**src/rtl/dma_ring_pkg.sv**
```systemverilog
`timescale 1ns/1ps
package dma_ring_pkg;
  typedef enum logic [2:0] {
    WS_IDLE,
    WS_BUF,
    WS_CTL,
    WS_NXT,
    WS_XFER
  } walk_st_t;

  localparam int CTL_ACT     = 0;
  localparam int CTL_LOAD    = 1;
  localparam int CTL_RT      = 2;
  localparam int CTL_PEND    = 3;
  localparam int FLD_W       = 4;
  localparam int HW_LSB      = 8;
  localparam int BEG_LSB     = 16;
  localparam int END_LSB     = 24;
  localparam int LEN_W       = 16;
  localparam int DESC_FLAG   = 31;
  localparam int WORD_W      = 32;

  typedef struct packed {
    logic             rt;
    logic [FLD_W-1:0] hw;
    logic [FLD_W-1:0] fbeg;
    logic [FLD_W-1:0] fend;
  } ctl_fields_t;
endpackage

```
**src/rtl/dma_byte_fifo.sv**
```systemverilog
`timescale 1ns/1ps
module dma_byte_fifo #(
  parameter int DEPTH = 8,
  parameter int W     = 8,
  localparam int PW   = (DEPTH > 1) ? $clog2(DEPTH) : 1,
  localparam int LW   = $clog2(DEPTH + 1)
) (
  input  logic          clk,
  input  logic          rst_n,
  input  logic          push,
  input  logic [W-1:0]  push_data,
  input  logic          pop,
  output logic [W-1:0]  head,
  output logic          empty,
  output logic          full,
  output logic [LW-1:0] level
);
  logic [W-1:0]  store [DEPTH];
  logic [PW-1:0] wp, rp;
  logic          do_push, do_pop;

  assign empty   = (level == '0);
  assign full    = (level == LW'(DEPTH));
  assign do_push = push && !full;
  assign do_pop  = pop && !empty;
  assign head    = store[rp];

  function automatic logic [PW-1:0] bump(input logic [PW-1:0] p);
    return (p == PW'(DEPTH - 1)) ? '0 : p + 1'b1;
  endfunction

  always_ff @(posedge clk) begin
    if (!rst_n) begin
      wp    <= '0;
      rp    <= '0;
      level <= '0;
    end else begin
      if (do_push) wp <= bump(wp);
      if (do_pop)  rp <= bump(rp);
      case ({do_push, do_pop})
        2'b10:   level <= level + 1'b1;
        2'b01:   level <= level - 1'b1;
        default: level <= level;
      endcase
    end
  end

  always_ff @(posedge clk) begin
    if (do_push) store[wp] <= push_data;
  end
endmodule

```
**src/rtl/dma_csr.sv**
```systemverilog
`timescale 1ns/1ps
module dma_csr
  import dma_ring_pkg::*;
#(
  parameter int AW = 16
) (
  input  logic              clk,
  input  logic              rst_n,
  input  logic              csr_wr,
  input  logic              csr_rd,
  input  logic              csr_addr,
  input  logic [WORD_W-1:0] csr_wdata,
  output logic [WORD_W-1:0] csr_rdata,
  input  logic              irq_set,
  input  logic [AW-1:0]     cur_ptr,
  output logic              active,
  output logic              irq,
  output ctl_fields_t       fields,
  output logic              ptr_load,
  output logic [AW-1:0]     ptr_val
);
  logic ctl_wr, ctl_rd;

  assign ctl_wr   = csr_wr && !csr_addr;
  assign ctl_rd   = csr_rd && !csr_addr;
  assign ptr_load = csr_wr && csr_addr && !active;
  assign ptr_val  = csr_wdata[AW-1:0];

  always_ff @(posedge clk) begin
    if (!rst_n) begin
      active <= 1'b0;
      irq    <= 1'b0;
      fields <= '0;
    end else begin
      if (ctl_wr) begin
        if (csr_wdata[CTL_LOAD]) active <= csr_wdata[CTL_ACT];
        fields.rt   <= csr_wdata[CTL_RT];
        fields.hw   <= csr_wdata[HW_LSB +: FLD_W];
        fields.fbeg <= csr_wdata[BEG_LSB +: FLD_W];
        fields.fend <= csr_wdata[END_LSB +: FLD_W];
      end
      if (irq_set)     irq <= 1'b1;
      else if (ctl_rd) irq <= 1'b0;
    end
  end

  always_comb begin
    csr_rdata = '0;
    if (csr_addr) begin
      csr_rdata = WORD_W'(cur_ptr);
    end else begin
      csr_rdata[CTL_ACT]               = active;
      csr_rdata[CTL_RT]                = fields.rt;
      csr_rdata[CTL_PEND]              = irq;
      csr_rdata[HW_LSB +: FLD_W]       = fields.hw;
      csr_rdata[BEG_LSB +: FLD_W]      = fields.fbeg;
      csr_rdata[END_LSB +: FLD_W]      = fields.fend;
    end
  end
endmodule

```
**src/rtl/dma_walker.sv**
```systemverilog
`timescale 1ns/1ps
module dma_walker
  import dma_ring_pkg::*;
#(
  parameter int AW = 16,
  parameter int LW = 4
) (
  input  logic              clk,
  input  logic              rst_n,
  input  logic              active,
  input  logic [LW-1:0]     hw_eff,
  input  logic [LW-1:0]     fifo_level,
  input  logic              ptr_load,
  input  logic [AW-1:0]     ptr_val,
  output logic              mem_rd,
  output logic [AW-1:0]     mem_addr,
  input  logic [WORD_W-1:0] mem_rdata,
  output logic              push,
  output logic [7:0]        push_data,
  output logic              done_irq,
  output logic [AW-1:0]     cur_ptr
);
  walk_st_t         st;
  logic [AW-1:0]    buf_q, nxt_q;
  logic [LEN_W-1:0] len_q, cnt_q;
  logic             flag_q;
  logic             room, last_byte;
  logic [WORD_W-1:0] lane_shift;

  assign room       = fifo_level < hw_eff;
  assign push       = active && (st == WS_XFER) && room;
  assign last_byte  = (cnt_q == len_q - 1'b1);
  assign done_irq   = push && last_byte && flag_q;
  assign lane_shift = mem_rdata >> {cnt_q[1:0], 3'b000};
  assign push_data  = lane_shift[7:0];

  always_comb begin
    mem_rd   = 1'b0;
    mem_addr = cur_ptr;
    if (active) begin
      case (st)
        WS_BUF: begin mem_rd = 1'b1; mem_addr = cur_ptr; end
        WS_CTL: begin mem_rd = 1'b1; mem_addr = cur_ptr + AW'(1); end
        WS_NXT: begin mem_rd = 1'b1; mem_addr = cur_ptr + AW'(2); end
        WS_XFER: begin
          mem_rd   = room;
          mem_addr = buf_q + AW'(cnt_q >> 2);
        end
        default: ;
      endcase
    end
  end

  always_ff @(posedge clk) begin
    if (!rst_n) begin
      st      <= WS_IDLE;
      cur_ptr <= '0;
      buf_q   <= '0;
      nxt_q   <= '0;
      len_q   <= '0;
      cnt_q   <= '0;
      flag_q  <= 1'b0;
    end else if (!active) begin
      st <= WS_IDLE;
      if (ptr_load) cur_ptr <= ptr_val;
    end else begin
      case (st)
        WS_IDLE: st <= WS_BUF;
        WS_BUF: begin
          buf_q <= mem_rdata[AW-1:0];
          st    <= WS_CTL;
        end
        WS_CTL: begin
          len_q  <= mem_rdata[LEN_W-1:0];
          flag_q <= mem_rdata[DESC_FLAG];
          st     <= WS_NXT;
        end
        WS_NXT: begin
          nxt_q <= mem_rdata[AW-1:0];
          cnt_q <= '0;
          if (len_q == '0) begin
            cur_ptr <= mem_rdata[AW-1:0];
            st      <= WS_BUF;
          end else begin
            st <= WS_XFER;
          end
        end
        WS_XFER: begin
          if (room) begin
            cnt_q <= cnt_q + 1'b1;
            if (last_byte) begin
              cur_ptr <= nxt_q;
              st      <= WS_BUF;
            end
          end
        end
        default: st <= WS_IDLE;
      endcase
    end
  end
endmodule

```
**src/rtl/dma_ring_reader.sv**
```systemverilog
`timescale 1ns/1ps
module dma_ring_reader
  import dma_ring_pkg::*;
#(
  parameter int AW    = 16,
  parameter int DEPTH = 8,
  localparam int LW   = $clog2(DEPTH + 1)
) (
  input  logic              clk,
  input  logic              rst_n,
  input  logic              csr_wr,
  input  logic              csr_rd,
  input  logic              csr_addr,
  input  logic [WORD_W-1:0] csr_wdata,
  output logic [WORD_W-1:0] csr_rdata,
  output logic              irq,
  output logic              mem_rd,
  output logic [AW-1:0]     mem_addr,
  input  logic [WORD_W-1:0] mem_rdata,
  output logic              out_valid,
  input  logic              out_ready,
  output logic [7:0]        out_data
);
  logic          active, ptr_load, fifo_push, done_irq, fifo_empty, fifo_full;
  logic [AW-1:0] ptr_val, cur_ptr;
  logic [7:0]    push_data;
  logic [LW-1:0] fifo_level, hw_eff;
  ctl_fields_t   fields;

  always_comb begin
    if (fields.hw == '0 || int'(fields.hw) > DEPTH) hw_eff = LW'(DEPTH);
    else                                             hw_eff = LW'(fields.hw);
  end

  dma_csr #(.AW(AW)) u_csr (
    .clk(clk), .rst_n(rst_n), .csr_wr(csr_wr), .csr_rd(csr_rd),
    .csr_addr(csr_addr), .csr_wdata(csr_wdata), .csr_rdata(csr_rdata),
    .irq_set(done_irq), .cur_ptr(cur_ptr), .active(active), .irq(irq),
    .fields(fields), .ptr_load(ptr_load), .ptr_val(ptr_val)
  );

  dma_walker #(.AW(AW), .LW(LW)) u_walk (
    .clk(clk), .rst_n(rst_n), .active(active), .hw_eff(hw_eff),
    .fifo_level(fifo_level), .ptr_load(ptr_load), .ptr_val(ptr_val),
    .mem_rd(mem_rd), .mem_addr(mem_addr), .mem_rdata(mem_rdata),
    .push(fifo_push), .push_data(push_data), .done_irq(done_irq),
    .cur_ptr(cur_ptr)
  );

  dma_byte_fifo #(.DEPTH(DEPTH), .W(8)) u_fifo (
    .clk(clk), .rst_n(rst_n), .push(fifo_push), .push_data(push_data),
    .pop(out_valid && out_ready), .head(out_data), .empty(fifo_empty),
    .full(fifo_full), .level(fifo_level)
  );

  assign out_valid = !fifo_empty;
endmodule

```
**config.mk**
```make
export PLATFORM = sky130hd
export DESIGN_NAME = dma_ring_reader
export DESIGN_NICKNAME = d
export VERILOG_FILES = /design/src/rtl/dma_ring_pkg.sv /design/src/rtl/dma_byte_fifo.sv /design/src/rtl/dma_csr.sv /design/src/rtl/dma_walker.sv /design/src/rtl/dma_ring_reader.sv
export SDC_FILE = /design/constraint.sdc
export NUM_CORES = 1
export LEC_CHECK = 0
export BUFFER_PORTS_ARGS = -buffer_cell sky130_fd_sc_hd__buf_2
export CAP_MARGIN = 20
export CORE_MARGIN = 4
export CORE_UTILIZATION = 25
export DETAILED_ROUTE_END_ITERATION = 6
export PLACE_DENSITY_LB_ADDON = 0.15
export SKIP_LAST_GASP = 1
export SLEW_MARGIN = 40
export SYNTH_ARGS = -nofsm -noshare
export SYNTH_HDL_FRONTEND = slang
export SYNTH_SLANG_ARGS = --single-unit
```
**constraint.sdc**
```tcl
create_clock -name clk -period 4.7 [get_ports clk]
set_input_delay 0.47 -clock clk [delete_from_list [all_inputs] [get_ports clk]]
set_output_delay 0.47 -clock clk [all_outputs]
set_load 0.05 [all_outputs]
```
==> results.md <==
- At the worst endpoint, the arrival time is 3.50 ns.
- The area of the die is 43600 µm².
- The number of placed instances with taps included is 1723.
- Ranked by total cell area, the synthesized netlist is headed by dfxtp_1 22%, edfxtp_1 19%, nand2_1 7.9%.
- The number of setup violations in the final report is 0.
- IR analysis of the VDD net gives a maximum drop of 250 µV.
- The site row count is 73.
- The internal power of the cells totals 0.00246 W.
- Once the clock tree was built, the resizer swapped 0 gates to a different size.
- In the final routed layout, each cell accounts on average for 19.9 µm.
- The first detailed-routing pass took 5 iterations.
- The run finished with clean final reports.
- The warning count from the yosys run is 0.
- The worst setup path is of the flop to primary output kind.
- The highest signal layer in the routed design is met5.
- For this run the aggregate overflow at the end of global routing stands at 0.
- After synthesis the netlist holds a flip-flop and latch count of 176.
- The total global routing track utilization is 15.8%.
- The compound-gate portion of the synthesized area is 17.0%.
- Dividing the final minimum period by the clock period gives 84.5%.
- The total met2 wirelength after detailed routing is 16600 µm.
- In the synthesized netlist, the cells that appear most often are 211 x nand2_1, 112 x dfxtp_1, 73 x nor2_1.
- Final hold analysis gives a worst-case slack of 0.275 ns.
- Leaving out filler cells and counting taps, the final layout contains 1757.
- Summed over all failing endpoints, the final setup total negative slack is 0 ns.
- Setup repair after global routing left no endpoint under its margin.
- Summed over all layers, the routed wires come to 35000 µm.
- The average cell area after synthesis is 8.90 µm².
- The share of flip-flops with an asynchronous set or reset after synthesis is 0%.
- At the pin with the least slew margin, the transition time is 0.866 ns.
- The element type at the critical path start is a flop.
- After synthesis, flip-flops and latches occupy 41.3% of the total area.
- The switching power as a share of total power is 31.4%.
- After detailed routing, the number of vias per cell comes to 4.94.
- The type of the tightest min-delay check is input pin to flop.
- The post-route netlist has 18.4% of its cells at a drive strength greater than 1.
- Based on the critical path, the design can be clocked at up to 252 MHz.
- The first routing iteration left 567 violations.
- The share of synthesized area in the top cell type comes to 22.2%.
- The cell with the most instances after synthesis is nand2_1.
- Once detail routing completed, the nets flagged for antenna violations numbered 0.
- The total number of vias is 8676.
- The register share of total power is 46.3%.
- Dividing total power by cell area gives a power density of 301 nW/µm².
- The share of synthesized cell area in full adder, half adder and majority cells is 3.67%.
- The number of global-route vias before repair is 8294.
- The overall die width is 209 µm.
- The synthesized netlist occupies a cell area of 10100 µm².
- Clock skew on the completed layout was measured at 0.0103 ns.
- The number of distinct library cell variants in the gate-level netlist after synthesis is 66.
- The die is 209 µm tall.
- The buffer count from post-CTS setup fixing is 0.
- The first global-routing pass estimated 52700 µm of wire.
- TritonCTS created 17 clock buffers.
- The share of the core filled with cells is 29.9%.
- After detailed routing, the number of remaining DRC violations is 0.
- The congestion estimate from routability-driven global placement came to 0.765.
- Buffers placed on the I/O ports in this run total 112.
- TritonCTS built the clock tree.
- The worst path required time is 4.23 ns.
- For this design the total switching power over the nets is 0.00112 W.
- The maximum fanout count along the critical path is 8.
- The post-synthesis cell count is 1133.
- The placed wire-length estimate is 24600 µm.
- Buffers inserted to repair hold after CTS numbered 0.
- The post-route minimum period is 3.97 ns.
- The final number of max-transition violations was 0.
- By area, the combinational part of the netlist is dominated by simple AND/OR/NAND/NOR gates.
- In this run, synthesis inferred 64 flip-flops with an integrated enable.
- The tool flagged a number of max-cap violations equal to 0.
- The number of buffers between clock root and the deepest sink is 2.
- The count of final hold-check violations came to 0.
- Clock tree synthesis found a total of 176 sinks.
- The fraction of synthesized cell area in xor and xnor cells is 3.47%.
- The top-level I/O count is 129.
- The initial utilization of the core area, before any placement, comes to 25.3%.
- The worst pin sits at a relative slew slack of 42.3%.
- The number of antenna violations at the first check in global routing is 2.
- The total area inside the core boundary comes to 39800 µm².
- Per report_power, the clock group accounts for 41.8% of the total.
- Counting the fill cells in the layout gives 4265.
- In this run the static leakage power is 4.48 nW.
- The area overhead of the layout relative to synthesis is 18.0%.
- The maximum level of the CTS H-tree is 4.
- Of the post-synthesis cell area, the part taken by muxes is 7.63%.
- The basic-gate share of the synthesized area counting and, or, nand and nor cells is 22.7%.
- The CTS root buffer is clkbuf_16.
- At the later pin of the worst-skew pair, clock insertion delay measures 0.45 ns.
- The met3 wire length is 1320 µm.
- In the final design database the tool counted 1317 nets.
- The endpoint type of the worst setup path is a primary output.
- The most used flip-flop cell after synthesis is dfxtp_1.
- The maximum number of pins on one net before global-route repair is 88.
- The clock transition time at the flip-flop clock pins of the worst setup and hold paths is 0.08 ns.
- In this run, the combinational gates consume 11.9% of the power.
- dfxtp_1 takes more of the synthesized area than any other cell.
- After layout, the design draws a total of 0.00358 W.
- After detailed routing, the wire length on met1 is 16500 µm.
[placed cells by master (no fill, tap or decap), drive strengths merged, types with 28 or more instances in the layout]
cell type,netlist,routed
nor3,39,39
edfxtp,64,64
buf,22,144
a21oi,37,37
nand3,51,51
dfxtp,112,112
a21boi,69,69
nand2,211,211
nor2,73,73
ha,28,28
o21ai,37,37
[worst max-delay path: stages, from the launching register on]
cell       delay (ns)
dfxtp_1          0.42
ha_1             0.30
fa_1             0.44
a211oi_1         0.31
o21ai_0          0.21
a2111oi_0        0.42
nor3_1           0.17
xor2_1           0.23
a21oi_1          0.10
o22ai_1          0.17
buf_2            0.29
[per-layer routing]
layer	global-route usage, %	up-vias
met2	26.0	175
met1	21.7	4213
met4	3.40	2
met3	2.96	30
met5	0	-
li1	-	4256
[sequential cells by signal, indices dropped and copies added (netlist names), named ones only]
signal / cells
u_walk.len_q: 16
u_walk.cnt_q: 16
u_walk.st: 3
u_fifo.store: 64
u_walk.cur_ptr: 16
u_fifo.level: 4
u_csr.fields: 13
u_walk.flag_q: 1
u_csr.active: 1
u_walk.nxt_q: 16
u_fifo.rp: 3
u_fifo.wp: 3
u_walk.buf_q: 16
u_csr.irq: 1
[final timing paths]
check | from | cells after the start | end | slack, ns
setup / recovery | u_walk.cnt_q[2] | 10 | mem_addr[12] | 0.73
hold / removal | csr_wdata[24] | 3 | u_csr.fields[0] | 0.28
setup reg to reg | u_walk.len_q[0] | 10 | u_walk.cur_ptr[8] | 1.15
hold reg to reg | u_csr.fields[1] | 2 | u_csr.fields[1] | 0.46
[logic make-up (layout without fill, tap and decap cells)]
| family | count (synthesis) | in the layout |
|---|---|---|
| flops | 176 | 176 |
| other cells | 1 | 9 |
| buf+inv | 98 | 189 |
| compound gates | 254 | 254 |
| simple gates | 490 | 490 |
| fa+ha+maj | 29 | 29 |
| mux | 45 | 45 |
| xor+xnor | 40 | 40 |
[metrics by stage]
stage                     worst slack [ns]  instance area, µm²
after floorplan                       1.05               10100
after global placement                1.17               11200
after detailed placement              1.16               11200
after CTS                            0.661               11900
after global routing                 0.455               11900
final                                0.730               11900
[final cells by class]
cell class                 instances  area, µm²  area share [%]
clock inverter                    15        193            1.62
sequential                       176       4170            35.0
timing repair buffer             144        835            7.01
antenna                            1       2.50          0.0210
clock buffer                      17        425            3.58
inverter                          13       48.8           0.410
multi-input combinational        866       5570            46.8
tap                              525        657            5.52
[power by group through the flow]
stage	clock network, W	registers, W	logic [W]
floorplan	0	0.00166	0.000296
global placement	0	0.00169	0.000426
detailed placement	0	0.00169	0.000429
CTS	0.00155	0.00166	0.000431
global route	0.00161	0.00167	0.000456
finish	0.00150	0.00166	0.000425
Note: power is estimated with default switching activity, not from simulation.
